## src/rtl/psr_pkg.sv

```systemverilog
package psr_pkg;
  localparam int PSR_W  = 32;
  localparam int NBANK  = 5;
  localparam int BIDX_W = $clog2(NBANK);

  localparam int POS_N = 31;
  localparam int POS_Z = 30;
  localparam int POS_C = 29;
  localparam int POS_V = 28;
  localparam int POS_Q = 27;
  localparam int POS_I = 7;
  localparam int POS_F = 6;
  localparam int POS_T = 5;

  localparam logic [PSR_W-1:0] KEEP_MASK = 32'hF800_00FF;

  localparam logic [4:0] MD_USER  = 5'b10000;
  localparam logic [4:0] MD_FAST  = 5'b10001;
  localparam logic [4:0] MD_IRQ   = 5'b10010;
  localparam logic [4:0] MD_SUPV  = 5'b10011;
  localparam logic [4:0] MD_ABRT  = 5'b10111;
  localparam logic [4:0] MD_UNDEF = 5'b11011;
  localparam logic [4:0] MD_SYS   = 5'b11111;

  localparam logic [PSR_W-1:0] RESET_WORD = 32'h0000_00D3;

  typedef enum logic [1:0] {
    OPC_ADD   = 2'd0,
    OPC_SUB   = 2'd1,
    OPC_LOGIC = 2'd2,
    OPC_OTHER = 2'd3
  } opc_e;

  function automatic logic [PSR_W-1:0] psr_clean(input logic [PSR_W-1:0] w);
    return w & KEEP_MASK;
  endfunction
endpackage

```

## src/rtl/psr_mode_decode.sv

```systemverilog
module psr_mode_decode
  import psr_pkg::*;
(
  input  logic [4:0]        mode_i,
  output logic              legal_o,
  output logic              banked_o,
  output logic [BIDX_W-1:0] idx_o
);
  always_comb begin
    legal_o  = 1'b1;
    banked_o = 1'b1;
    idx_o    = '0;
    case (mode_i)
      MD_FAST:  idx_o = BIDX_W'(0);
      MD_IRQ:   idx_o = BIDX_W'(1);
      MD_SUPV:  idx_o = BIDX_W'(2);
      MD_ABRT:  idx_o = BIDX_W'(3);
      MD_UNDEF: idx_o = BIDX_W'(4);
      MD_USER, MD_SYS: banked_o = 1'b0;
      default: begin
        legal_o  = 1'b0;
        banked_o = 1'b0;
      end
    endcase
  end
endmodule

```

## src/rtl/psr_flag_gen.sv

```systemverilog
module psr_flag_gen
  import psr_pkg::*;
#(
  parameter int XLEN = 32
) (
  input  logic [XLEN-1:0] res_i,
  input  logic            cout_i,
  input  logic            ovf_i,
  input  logic            sh_cout_i,
  input  logic [1:0]      op_i,
  input  logic [3:0]      nzcv_old_i,
  output logic [3:0]      nzcv_o
);
  opc_e op;
  logic n_new, z_new, c_new, v_new;

  assign op = opc_e'(op_i);

  always_comb begin
    n_new = res_i[XLEN-1];
    z_new = (res_i == '0);
    c_new = nzcv_old_i[1];
    v_new = nzcv_old_i[0];
    unique case (op)
      OPC_ADD: begin
        c_new = cout_i;
        v_new = ovf_i;
      end
      OPC_SUB: begin
        c_new = ~cout_i;
        v_new = ovf_i;
      end
      OPC_LOGIC: c_new = sh_cout_i;
      default: ;
    endcase
    nzcv_o = {n_new, z_new, c_new, v_new};
  end
endmodule

```

## src/rtl/psr_bank_file.sv

```systemverilog
module psr_bank_file #(
  parameter int NBANK = 5,
  parameter int W     = 32,
  localparam int IDX_W = $clog2(NBANK)
) (
  input  logic             clk_i,
  input  logic             rst_i,
  input  logic             we_i,
  input  logic [IDX_W-1:0] widx_i,
  input  logic [W-1:0]     wdata_i,
  input  logic [IDX_W-1:0] ridx_i,
  input  logic             rvalid_i,
  output logic [W-1:0]     rdata_o
);
  logic [W-1:0] bank_q [NBANK];
  logic [W-1:0] bank_d [NBANK];
  logic [W-1:0] rd_sel;

  for (genvar g = 0; g < NBANK; g++) begin : g_slot
    assign bank_d[g] = (we_i && (widx_i == IDX_W'(g))) ? wdata_i : bank_q[g];
    always_ff @(posedge clk_i) begin
      if (rst_i) bank_q[g] <= '0;
      else       bank_q[g] <= bank_d[g];
    end
  end

  always_comb begin
    rd_sel = '0;
    for (int i = 0; i < NBANK; i++) begin
      if (ridx_i == IDX_W'(i)) rd_sel = bank_d[i];
    end
  end

  always_ff @(posedge clk_i) begin
    if (rst_i)         rdata_o <= '0;
    else if (rvalid_i) rdata_o <= rd_sel;
    else               rdata_o <= '0;
  end
endmodule

```

## src/rtl/psr_unit.sv

```systemverilog
module psr_unit
  import psr_pkg::*;
#(
  parameter int XLEN = 32
) (
  input  logic             clk_i,
  input  logic             rst_i,
  input  logic [XLEN-1:0]  alu_res_i,
  input  logic             alu_cout_i,
  input  logic             alu_ovf_i,
  input  logic             shift_cout_i,
  input  logic [1:0]       op_cls_i,
  input  logic             flag_en_i,
  input  logic             sat_i,
  input  logic             exc_req_i,
  input  logic [4:0]       exc_mode_i,
  input  logic             restore_i,
  input  logic             cpsr_we_i,
  input  logic [PSR_W-1:0] cpsr_wdata_i,
  input  logic             spsr_we_i,
  input  logic [PSR_W-1:0] spsr_wdata_i,
  output logic [PSR_W-1:0] cpsr_o,
  output logic [PSR_W-1:0] spsr_o,
  output logic             irq_mask_o,
  output logic             fiq_mask_o
);
  logic [PSR_W-1:0]  cpsr_q, cpsr_d, spsr_q;
  logic [3:0]        nzcv_new;
  logic              cur_legal, cur_banked;
  logic              tgt_legal, tgt_banked;
  logic              wr_legal,  wr_banked;
  logic              nxt_legal, nxt_banked;
  logic [BIDX_W-1:0] cur_idx, tgt_idx, wr_idx, nxt_idx;
  logic              entry_ok, restore_ok;
  logic              bk_we;
  logic [BIDX_W-1:0] bk_idx;
  logic [PSR_W-1:0]  bk_data;

  psr_mode_decode u_dec_cur (.mode_i(cpsr_q[4:0]),       .legal_o(cur_legal), .banked_o(cur_banked), .idx_o(cur_idx));
  psr_mode_decode u_dec_tgt (.mode_i(exc_mode_i),        .legal_o(tgt_legal), .banked_o(tgt_banked), .idx_o(tgt_idx));
  psr_mode_decode u_dec_wr  (.mode_i(cpsr_wdata_i[4:0]), .legal_o(wr_legal),  .banked_o(wr_banked),  .idx_o(wr_idx));
  psr_mode_decode u_dec_nxt (.mode_i(cpsr_d[4:0]),       .legal_o(nxt_legal), .banked_o(nxt_banked), .idx_o(nxt_idx));

  psr_flag_gen #(.XLEN(XLEN)) u_flags (
    .res_i      (alu_res_i),
    .cout_i     (alu_cout_i),
    .ovf_i      (alu_ovf_i),
    .sh_cout_i  (shift_cout_i),
    .op_i       (op_cls_i),
    .nzcv_old_i (cpsr_q[POS_N:POS_V]),
    .nzcv_o     (nzcv_new)
  );

  assign entry_ok   = exc_req_i && tgt_banked;
  assign restore_ok = restore_i && cur_banked;

  always_comb begin
    cpsr_d = cpsr_q;
    if (entry_ok) begin
      cpsr_d[4:0]  = exc_mode_i;
      cpsr_d[POS_T] = 1'b0;
      cpsr_d[POS_I] = 1'b1;
      if (exc_mode_i == MD_FAST) cpsr_d[POS_F] = 1'b1;
    end else if (restore_ok) begin
      cpsr_d = spsr_q;
    end else if (cpsr_we_i) begin
      cpsr_d = psr_clean(cpsr_wdata_i);
      if (!wr_legal) cpsr_d[4:0] = cpsr_q[4:0];
    end else begin
      if (flag_en_i) cpsr_d[POS_N:POS_V] = nzcv_new;
      if (sat_i)     cpsr_d[POS_Q] = 1'b1;
    end
  end

  always_comb begin
    bk_we   = 1'b0;
    bk_idx  = cur_idx;
    bk_data = psr_clean(spsr_wdata_i);
    if (entry_ok) begin
      bk_we   = 1'b1;
      bk_idx  = tgt_idx;
      bk_data = cpsr_q;
    end else if (spsr_we_i && cur_banked) begin
      bk_we = 1'b1;
    end
  end

  psr_bank_file #(.NBANK(NBANK), .W(PSR_W)) u_bank (
    .clk_i    (clk_i),
    .rst_i    (rst_i),
    .we_i     (bk_we),
    .widx_i   (bk_idx),
    .wdata_i  (bk_data),
    .ridx_i   (nxt_idx),
    .rvalid_i (nxt_banked),
    .rdata_o  (spsr_q)
  );

  always_ff @(posedge clk_i) begin
    if (rst_i) cpsr_q <= RESET_WORD;
    else       cpsr_q <= cpsr_d;
  end

  assign cpsr_o     = cpsr_q;
  assign spsr_o     = spsr_q;
  assign irq_mask_o = cpsr_q[POS_I];
  assign fiq_mask_o = cpsr_q[POS_F];


  resv_zero_chk: assert property (@(posedge clk_i) disable iff (rst_i)
    (cpsr_q[26:8] == '0) && (spsr_q[26:8] == '0));


  entry_mode_chk: assert property (@(posedge clk_i) disable iff (rst_i)
    entry_ok |=> (cpsr_q[4:0] == $past(exc_mode_i)) && cpsr_q[POS_I] && !cpsr_q[POS_T]);


  entry_save_chk: assert property (@(posedge clk_i) disable iff (rst_i)
    entry_ok |=> (spsr_q == $past(cpsr_q)));


  q_sticky_chk: assert property (@(posedge clk_i) disable iff (rst_i)
    (cpsr_q[POS_Q] && !cpsr_we_i && !restore_ok) |=> cpsr_q[POS_Q]);


  unbanked_zero_chk: assert property (@(posedge clk_i) disable iff (rst_i)
    !cur_banked |-> (spsr_q == '0));


  bad_target_chk: assert property (@(posedge clk_i) disable iff (rst_i)
    (exc_req_i && !tgt_banked && !restore_ok && !cpsr_we_i && !flag_en_i && !sat_i)
      |=> $stable(cpsr_q));
endmodule

```

## config.mk

```make
export PLATFORM = sky130hd
export DESIGN_NAME = psr_unit
export DESIGN_NICKNAME = d
export VERILOG_FILES = /design/src/rtl/psr_pkg.sv /design/src/rtl/psr_mode_decode.sv /design/src/rtl/psr_flag_gen.sv /design/src/rtl/psr_bank_file.sv /design/src/rtl/psr_unit.sv
export SDC_FILE = /design/constraint.sdc
export NUM_CORES = 1
export LEC_CHECK = 0
export BUFFER_PORTS_ARGS = -buffer_cell sky130_fd_sc_hd__buf_4
export CORE_MARGIN = 2
export CORE_UTILIZATION = 47
export CTS_CLUSTER_SIZE = 8
export DETAILED_ROUTE_END_ITERATION = 8
export PLACE_DENSITY_LB_ADDON = 0.15
export SLEW_MARGIN = 20
export SYNTH_ARGS = -nofsm -noshare
export SYNTH_HDL_FRONTEND = slang
export SYNTH_SLANG_ARGS = --single-unit
```

## constraint.sdc

```tcl
create_clock -name clk_i -period 4.1 [get_ports clk_i]
set_clock_uncertainty 0.15 [all_clocks]
set_input_delay 0.205 -clock clk_i [delete_from_list [all_inputs] [get_ports clk_i]]
set_output_delay 0.205 -clock clk_i [all_outputs]
set_load 0.05 [all_outputs]
```

==> summary.md <==
| Metric | Value |
|---|---|
| Placer Congestion | `0.859` |
| EDFF count, synth | `0` |
| Sw Share | `0.323` |
| Final setup violation count | `0` |
| First-pass GRT wire length | `51,000 um` |
| # H-tree levels | `1` |
| Die Y | `153 um` |
| Worst-Skew Late Latency | `0.55 ns` |
| Vias | `9,768` |
| GRT Overall Usage | `0.268` |
| Mapped Cells | `1,234` |
| Cell Pwr Density | `470 mW/mm2` |
| Dpl hpwl | `20,500 um` |
| Hold Path Class | `in2reg` |
| WL per Instance | `19.7 um` |
| Clk slew on worst S/H paths | `0.05 ns` |
| Final min period | `3.67 ns` |
| Type of origin of the critical path | `flop` |
| Pint | `4.08 mW` |
| Crit-path max cell delay | `0.65 ns` |
| Max Slew Vio Count | `0` |
| # DRC | `0` |
| FMAX | `0.272 GHz` |
| Post-layout util | `0.587` |
| Via/cell ratio | `5.95` |
| Combinational power share | `0.247` |
| Capturing element type of the critical path | `flop` |
| Initial drt markers | `676` |
| PortBufs | `141` |
| Syn Nets | `1,351` |
| Top FF cell, synth | `dfxtp_1` |
| Top cell by count, worst path | `nand2_1` |
| Sw Pwr | `1.95 mW` |
| Root Driver | `clkbuf_16` |
| Maximum clock path buffer count | `3` |
| Die Wd | `153 um` |
| Most frequent cells in the layout | `226 x nor2_1, 224 x dfxtp_1, 180 x buf_4, 120 x a21oi_1, 76 x mux2i_1` |
| RSZ-0062 raised after global routing | `false` |
| Core area | `0.0218 mm2` |
| Yosys warns | `0` |
| Initial antenna violation count | `0` |
| Arrival @ worst endpoint | `3.94 ns` |
| Count of final hold-check violations | `0` |
| Synth-to-Final Area Change | `22.4%` |
| Synth Area per Inst | `8.48 um2` |
| Critical Path Fanout Max | `19` |
| Leak Pwr | `5.07 nW` |
| Postcts setup bufs | `0` |
| Core Rows | `54` |
| CP required | `4.36 ns` |
| Synth async-reset ratio | `0` |
| Slew @ Worst Pin | `1.07 ns` |
| CTS tree | `built` |
| TritonCTS buffer count | `31` |
| Slowest cell on the critical path | `a211oi_2` |
| GRT overflow | `0` |
| I/O pins | `180` |
| Worst Min Path Start | `cpsr_wdata_i[27]` |
| Seq/Total Area, Yosys | `0.429` |
| Max rail drop VDD | `0.335 mV` |
| Max cap viols | `0` |
| Sequential share of power | `0.389` |
| Diodes inserted | `0` |
| RR Startpoint | `cpsr_o[3]` |
| Largest net degree at the start of global routing | `104` |
| Die area | `0.0235 mm2` |
| CP cell instances | `nand2_1 > a211oi_2 > nor2_2 > o31a_2 > buf_4 > nor4_4 > nand2_1 > o221ai_1` |
| Worst setup path start | `cpsr_o[3]` |
| Layout cells sized above 1 | `0.198` |
| #FFs+latches synth | `224` |
| Initial Util | `0.479` |
| Vias in the first global route | `9,217` |
| Status | `finished clean` |
| Kind of critical path | `reg2reg` |
| TritonRoute pass-1 iters | `5` |
| Most common cell after layout, fill and taps aside | `nor2_1` |
| NumNets Final | `1,481` |
| Slew headroom | `0.287` |
| Final period util | `0.896` |
| Mapped Area | `0.0105 mm2` |
| Post-route antenna net violation count | `0` |
| TNS Setup | `0 ns` |
| Yosys cell types | `66` |
| Clock network power share | `0.364` |
| Final WL | `32,400 um` |
| CTS sink cnt | `224` |
[cell type report]
type / instances / area [um2]
Fill cell: 1998 / 9010
Multi-Input combinational cell: 895 / 5500
Sequential cell: 224 / 4480
Timing Repair Buffer: 209 / 1680
Clock buffer: 31 / 776
Tap cell: 280 / 350
Inverter: 3 / 11.3
Clock inverter: 1 / 8.76
[timing repair]
item / CTS / global route
resized for setup: 0 / 0
hold buffers: 24 / 0
hold endpoints to repair: 39 / 0
[power groups by stage]
stage                     Combinational (mW)  Clock [mW]  Sequential [mW]
after CTS                               1.46        2.22             2.35
after detailed placement                1.43           0             2.39
after global placement                  1.42           0             2.39
after global routing                    1.58        2.31             2.35
final                                   1.49        2.19             2.35
after floorplan                        0.842           0             2.50
[cell families (layout without fill, tap and decap cells)]
family,count (synthesis),after routing,synth area share
and+or+nand+nor,440,440,0.192
AOI/OAI and AO/OA,357,357,0.233
DFF,224,224,0.429
buffers and inverters,115,244,0.0501
muxes,90,90,0.0878
adders and majority gates,6,6,0.00646
xor gates and xnor gates,2,2,0.00167
[through the flow]
| step | hold slack [ns] | setup slack, ns | cell area [um2] | cells | power, mW |
|---|---|---|---|---|---|
| after floorplan | 0.245 | 0.737 | 10500 | 1234 | 3.34 |
| after CTS | 0.00891 | 0.507 | 12800 | 1643 | 6.03 |
| after detailed placement | 0.313 | 0.527 | 11800 | 1587 | 3.82 |
| after global placement | 0.304 | 0.527 | 11800 | 1587 | 3.81 |
| after global routing | 0.0529 | 0.221 | 12800 | 1643 | 6.25 |
| final | 0.0336 | 0.427 | 12800 | 1643 | 6.03 |
[flip-flops by register name (all words and copies together), names as in the netlist]
signal,cells
u_bank.rdata_o,32
cpsr_o,32
u_bank.bank_q,160
[cells in the mapped netlist, drive strengths merged, types with 6 or more instances]
cell / count / area, um2
a211oi: 18 / 140
a21boi: 14 / 105
a21o: 16 / 120
a21oi: 120 / 601
a221oi: 21 / 259
a22oi: 25 / 188
a311oi: 6 / 52.6
and2: 23 / 144
buf: 26 / 190
clkbuf: 86 / 323
dfxtp: 224 / 4480
mux2: 14 / 158
mux2i: 76 / 761
nand2: 49 / 186
nand3: 33 / 165
nor2: 229 / 878
nor3: 63 / 327
nor4: 12 / 96.3
o211ai: 16 / 120
o21ai: 44 / 220
o21ba: 6 / 60.1
o221ai: 15 / 131
o22ai: 20 / 125
o31a: 16 / 140
or3: 9 / 56.3
[worst paths after layout]
path / slack, ns / endpoint / cells after the start
setup / recovery: 0.43 / u_bank.rdata_o[0] / 8
hold / removal: 0.03 / cpsr_o[27] / 5
setup reg to reg: 0.43 / u_bank.rdata_o[0] / 8
hold reg to reg: 0.32 / u_bank.bank_q[3][4] / 2
[critical path: cells and delay by family (launching register included)]
kind	cells	cell delay, ns
AND/OR/NAND/NOR	4	0.94
buffers and inverters	1	0.28
AO/OA/AOI/OAI	3	1.59
flip-flops	1	0.57
[per-layer routing]
metal  routed length (um)  vias up  GRT usage
li1                     -     4701          -
met1                14700     4662      0.383
met2                14800      364      0.429
met3                 2330       41     0.0360
met4                  517        0     0.0644
met5                    0        -          0
Note: power is estimated with default switching activity, not from simulation.
